[src/rtl/intr_vector_ctrl.sv]
module intr_vector_ctrl #(
  parameter int NUM_DEV = 224,
  localparam int DEV_W = (NUM_DEV > 1) ? $clog2(NUM_DEV) : 1
) (
  input  logic               clk,
  input  logic               rst_n,
  input  logic [31:0]        fault_evt,
  input  logic [NUM_DEV-1:0] dev_req,
  input  logic               en_we,
  input  logic [DEV_W-1:0]   en_sel,
  input  logic               en_val,
  input  logic               gmask,
  input  logic               instr_done,
  input  logic               cpu_ack,
  input  logic               eoi,
  output logic               nmi_req,
  output logic               irq_req,
  output logic [7:0]         vector
);
  localparam int TOTAL = 32 + NUM_DEV;

  logic [31:0]        flt_pend;
  logic [NUM_DEV-1:0] dev_en;
  logic [TOTAL-1:0]   in_svc, pend, elig, ack_set, eoi_clr;
  logic               pres_v, cand_v, svc_v, taken;
  logic [7:0]         pres_vec, cand_vec, svc_top;

  assign pend  = {dev_req & dev_en, flt_pend};
  assign taken = cpu_ack & (nmi_req | irq_req);

  always_comb begin
    svc_v   = 1'b0;
    svc_top = '0;
    for (int i = TOTAL - 1; i >= 0; i--)
      if (in_svc[i]) begin
        svc_v   = 1'b1;
        svc_top = 8'(i);
      end
  end

  always_comb
    for (int i = 0; i < TOTAL; i++)
      elig[i] = pend[i] & ~in_svc[i] & (!svc_v || i < int'(svc_top)) & (i < 32 || !gmask);

  always_comb begin
    cand_v   = 1'b0;
    cand_vec = '0;
    for (int i = TOTAL - 1; i >= 0; i--)
      if (elig[i]) begin
        cand_v   = 1'b1;
        cand_vec = 8'(i);
      end
  end

  assign ack_set = taken ? ({{(TOTAL-1){1'b0}}, 1'b1} << pres_vec) : '0;
  assign eoi_clr = (eoi && svc_v) ? ({{(TOTAL-1){1'b0}}, 1'b1} << svc_top) : '0;

  always_ff @(posedge clk or negedge rst_n)
    if (!rst_n) begin
      flt_pend <= '0;
      in_svc   <= '0;
      dev_en   <= '0;
      pres_v   <= 1'b0;
      pres_vec <= '0;
    end else begin
      flt_pend <= (flt_pend & ~ack_set[31:0]) | fault_evt;
      in_svc   <= (in_svc & ~eoi_clr) | ack_set;
      if (en_we && int'(en_sel) < NUM_DEV)
        dev_en[en_sel] <= en_val;
      if (taken)
        pres_v <= 1'b0;
      else if (instr_done) begin
        pres_v   <= cand_v;
        pres_vec <= cand_vec;
      end
    end

  assign nmi_req = pres_v & (pres_vec < 8'd32);
  assign irq_req = pres_v & (pres_vec >= 8'd32) & ~gmask;
  assign vector  = pres_vec;
endmodule

[config.mk]
export PLATFORM = sky130hd
export DESIGN_NAME = intr_vector_ctrl
export DESIGN_NICKNAME = d
export VERILOG_FILES = /design/src/rtl/intr_vector_ctrl.sv
export SDC_FILE = /design/constraint.sdc
export NUM_CORES = 2
export LEC_CHECK = 0
export CAP_MARGIN = 20
export CELL_PAD_IN_SITES_DETAIL_PLACEMENT = 1
export CELL_PAD_IN_SITES_GLOBAL_PLACEMENT = 2
export CORE_MARGIN = 10
export CORE_UTILIZATION = 32
export DETAILED_ROUTE_END_ITERATION = 12
export PLACE_DENSITY = 0.85
export SYNTH_ARGS = -nofsm -noshare
export SYNTH_HDL_FRONTEND = slang
export SYNTH_SLANG_ARGS = --single-unit
[constraint.sdc]
create_clock -name clk -period 4.3 [get_ports clk]
set_input_delay 0.86 -clock clk [delete_from_list [all_inputs] [get_ports clk]]
set_output_delay 0.86 -clock clk [all_outputs]
set_load 0.05 [all_outputs]
* Word level (Yosys, flattened, before mapping) *
Cells that the tools add are included.

word-level totals
  memory bits (read-only) = 0
  output and inout bits = 10
  word-level logic and storage cells = 2566
  bits in latches = 0
  memories kept = 0
  bits in writable memories = 0
  register bits = 521
  input bits = 272

cells by class
  reductions and logical operators = 262
  multiplexer cells = 1031
  bitwise operators = 1006
  multipliers = 0
  shifts and indexed selects = 2
  $lt $le $gt $ge = 260
  divide/modulo/power cells = 0
  equality and inequality tests = 0
  add/subtract/negate cells = 0

operators by type and width
  cell                                                        count
  2-to-1 mux 8 bit                                            512
  less-than comparator 8 bit, first input constant            127
  AND 1 bit                                                   740
  2-to-1 mux 1 bit                                            515
  less-than comparator 7 x 8 -> 1 bit, first input constant   64
  2-to-1 mux 256 bit                                          2
  << shifter 1 x 8 -> 256 bit, first input constant           2
  NOT 1 bit                                                   258
  AND 256 bit                                                 1
  less-than comparator 6 x 8 -> 1 bit, first input constant   32
  NOT 256 bit                                                 1
  bitwise OR 256 bit                                          1
  logical OR 1 bit                                            255
  AND 224 bit                                                 1
  bitwise mux 224 bit                                         1
  less-than comparator 5 x 8 -> 1 bit, first input constant   16
  less-than comparator 4 x 8 -> 1 bit, first input constant   8
  AND 32 bit                                                  1
  less-than comparator 3 x 8 -> 1 bit, first input constant   4
  NOT 32 bit                                                  1
  bitwise OR 32 bit                                           1
  less-than comparator 1 x 8 -> 1 bit, first input constant   2
  less-than comparator 2 x 8 -> 1 bit, first input constant   2
  less-than comparator 8 x 9 -> 1 bit, second input constant  1
  10 further kinds                                            13

* Depth between registers and ports, before layout *
  depth in word-level cells = 517
  depth in mapped cells = 21
  mapped depth without buffers = 18

* Worst setup path before layout *
OpenSTA, ideal clock, no wires.

  path type = reg-to-reg
  from = register in_svc[192]
  to = register pres_vec[1] (netlist: vector[1])
  cell stages (with the launch flop) = 19
  data arrival time = 4.211 ns
  setup time = 0.144 ns
  data required time = 4.156 ns
  clock period less this slack = 4.355 ns
  path slack = -0.055 ns
  path buffers = 0
  path through = dfrtp_1 or4_1 a21oi_2 o21ai_1 a211o_1 nor3_2 o211ai_2 a2111oi_2 nor3_4 nor2_4 a21oi_2 or3_1 a211o_1 or4_1 a31oi_1 o21a_1 o211ai_1 a21oi_1 o32ai_1

RTL lines
  item                    line  source
  start, declared         24    logic [TOTAL-1:0] in_svc, pend, elig, ack_set, eoi_clr;
  start signal, assigned  67    in_svc <= (in_svc & ~eoi_clr) | ack_set;
  end signal, assigned    74    pres_vec <= cand_vec;
  end, declared           26    logic [7:0] pres_vec, cand_vec, svc_top;

==> results.md <==
- Synth Area per Inst: 8.09 sq um
- Tcrit/Tclk final: 129%
- Max incr delay on CP: 500 ps
- Critical Path, Cell by Cell: buf_4 -> or4_4 -> a21oi_4 -> o21ai_2 -> a211o_4 -> nor3_4 -> o211ai_4 -> buf_4 -> a211oi_4 -> buf_6 -> o21ai_4 -> a21oi_2 -> nor2_1 -> o32ai_1 -> a221oi_2 -> o311ai_2 -> a211oi_2 -> buf_4 -> o21a_1 -> o211ai_1 -> a21oi_2 -> o32ai_2
- Sequential power share: 21.4%
- Drt drc: 0
- Main combinational cell family by area after synthesis: simple AND/OR/NAND/NOR gates
- Crit path max-delay family: compound AO/OA/AOI/OAI gates
- Final hold vios: 0
- Maximum clock insertion buffer count: 3
- Most common cell after layout, fill and taps aside: buf_4
- Root Driver: clkbuf_16
- Crit path time final: 5540 ps
- Gate count of the mapped netlist: 4208
- Crit path max fanout: 3
- Routability cong.: 1.08
- Avg Vias per Cell: 6.24
- Core footprint: 0.105 sq mm
- Count of state elements after synthesis: 521
- DR pass1 iterations: 6
- Row count: 119
- Multiplexer area fraction after synthesis: 7.41%
- Die width: 346 um
- Fillers: 12.5k
- Layout cells sized above 1: 36.3%
- Mapped Nets: 4480
- CP Buf/Inv Count: 4
- R2R depth: 22
- Worst setup margin: -1240 ps
- Die H: 346 um
- CTS tree: built
- Vias in the first global route: 45.3k
- Ys async rst share: 100%
- Post-synth design cell area: 0.0340 sq mm
- Psw: 0.0116 W
- Max frequency: 0.180 GHz
- Initial Utilization: 32.3%
- Power Density: 474 mW/mm^2
- RSZ-0062 raised after global routing: yes
- Routed WL per cell: 35.6 um
- Net Sw Frac: 45.8%
- Synthesis-to-finish area growth: 56.6%
- Post-DRT Antenna Nets: 0
- TritonCTS sink count: 521
- Pleak: 23.9 nW
- H-tree depth: 3
- Xor/xnor share of the synthesized area: 0%
- Int Pwr: 0.0137 W
- Sequential area share after synthesis: 38.3%
- Warning count from the yosys run: 0
- Total grt overflow: 0
- Main flop type after synthesis: dfrtp_1
- Nets: 6073
- Gr usage total: 41.1%
- First-pass GRT wire length: 353 mm
- HP Class: input port to async pin
- Clk Latency, worst-skew pair: 680 ps
- Final setup viols: 10
- Hpwl dp: 204 mm
- Util after Layout: 50.6%
- Cts hold-fix bufs: 0
- CP Capture Type: flop
- Inserted Clock Buffers: 66
- Adder-cell share of the synthesized area: 0%
- Least-Margin Pin Slew: 1340 ps
- Violated checks: negative setup slack
- Area of the multi-input gates: 0.0215 sq mm
- CP Data Arrival Time: 6110 ps
- Initial antenna violation count: 37
- WS Path Type: flop to flop
- DIE AREA: 0.120 sq mm
- Sequential cell area: 0.0130 sq mm
- MaxCap Viol Count: 0
- Normalized max-slew margin: 10.8%
- Final wirelength: 258 mm
- Pins Over Slew Limit: 0
- Slowest CP cell: or4_4
- Crit-path most repeated cell: buf_4
- Synth Area in Simple Gates: 26.3%
- Top Ports: 282
- Routed vias: 45.3k
- EDFF count, synth: 0
- Largest net degree at the start of global routing: 117
- Clock share of power: 22.9%
- Worst-path clk slew: 60 ps
- CP Launch Type: flop
- Port Buffers: 281
- Count of cell types in the netlist: 116
- Peak VDD IR: 0.433 mV
- Synth Area in Compound Gates: 24.7%
- Critical Path Stages: 22
- Clock Skews: 34.5 ps
- Logic pwr share: 55.7%
- DRT iter0 DRCs: 5816
- Most frequent cells in the layout: 1335 x buf_4, 704 x o21ai_0, 518 x dfrtp_1
- Total Power: 0.0253 W
- WP data required: 4870 ps
- Status: finished, violations left
==> worst register-to-register path: cells and delay by family (launching register included) <==
family                 cells  cell delay, ps
buffers and inverters      4             650
DFF                        1             420
AOI/OAI and AO/OA         15            3520
and+or+nand+nor            3             870
==> Yosys cell counts (all sizes together) (15+ instances only) <==
cell type	instances	area (sq um)
nand2	524	1980
o21bai	15	113
buf	38	229
or3	21	141
mux2	224	2520
o31ai	46	360
nor2	500	1950
a21oi	238	1220
nor4	110	888
nand3	105	548
or2	16	103
clkbuf	152	571
or4	33	263
nor3	157	835
dfrtp	521	13000
o21ai	777	3930
a2111oi	32	325
o211ai	31	243
nor2b	46	290
o22ai	16	100
nand2b	66	413
nand3b	55	413
and3	26	163
nand4	39	250
o2111ai	20	175
a31oi	29	181
o21a	18	135
a211oi	37	308
and2	23	144
inv	83	312
==> sequential cells by signal (all words and copies together), names as in the netlist <==
name	flops
dev_en	224
flt_pend	32
in_svc	256
pres_v	1
vector	8
==> layout make-up <==
type / count / share of cell area (%)
well taps: 1391 / 3.26
multi-input cells: 3414 / 40.4
flip-flops and latches: 521 / 24.5
clock inverters: 27 / 0.511
repair buffers: 1715 / 27.1
clock buffers: 91 / 3.58
diodes: 21 / 0.0985
inverters: 83 / 0.584
==> layer usage <==
layer  routed length (um)  GRT usage (%)  share of wire, %  up-vias
met4                23000           30.0               8.9       20
met3                28900           11.8                11      838
met5                  193              0             0.075        -
met1               100000           52.2                39    22700
li1                     -              -                 -    18700
met2               106000           59.1                41     2987
==> stage by stage <==
step	TNS, ps	hold WS (ps)	area, sq um	setup slack, ps	instances
2_1_floorplan	-4.10	471	34200	-4.10	4208
3_3_place_gp	-21450	483	48800	-2170	7060
3_5_place_dp	-22060	494	48800	-2100	7062
4_1_cts	-8380	309	52400	-1170	7222
5_1_grt	-9470	337	53300	-1260	7245
6_report	-9050	279	53300	-1240	7263
==> cell families after synthesis <==
family                 Yosys count
AO/OA/AOI/OAI                 1402
buffers and inverters          273
flip-flops                     521
multiplexers                   224
AND/OR/NAND/NOR               1788
==> repair_timing <==
action	CTS	global route
setup buffers	46	14
resized for setup	228	154
pin swaps	69	63
endpoints found under the setup margin	86	127
==> power groups by stage <==
stage                     logic [W]  clock network, W  registers (W)
after floorplan             0.00368                 0        0.00542
after global routing         0.0140           0.00600        0.00541
after global placement       0.0123                 0        0.00544
after CTS                    0.0129           0.00581        0.00538
after detailed placement     0.0123                 0        0.00546
final                        0.0141           0.00579        0.00540
==> worst paths after layout <==
kind                       slack (ps)           to         from
setup / recovery                -1240    vector[1]  in_svc[190]
hold / removal                    280    dev_en[8]        rst_n
setup reg to reg                -1240    vector[1]  in_svc[190]
hold reg to reg                   510   dev_en[19]   dev_en[19]
max in group asynchronous        2920  dev_en[158]        rst_n
min in group clk                  510   dev_en[19]   dev_en[19]
Note: power is estimated with default switching activity, not from simulation.
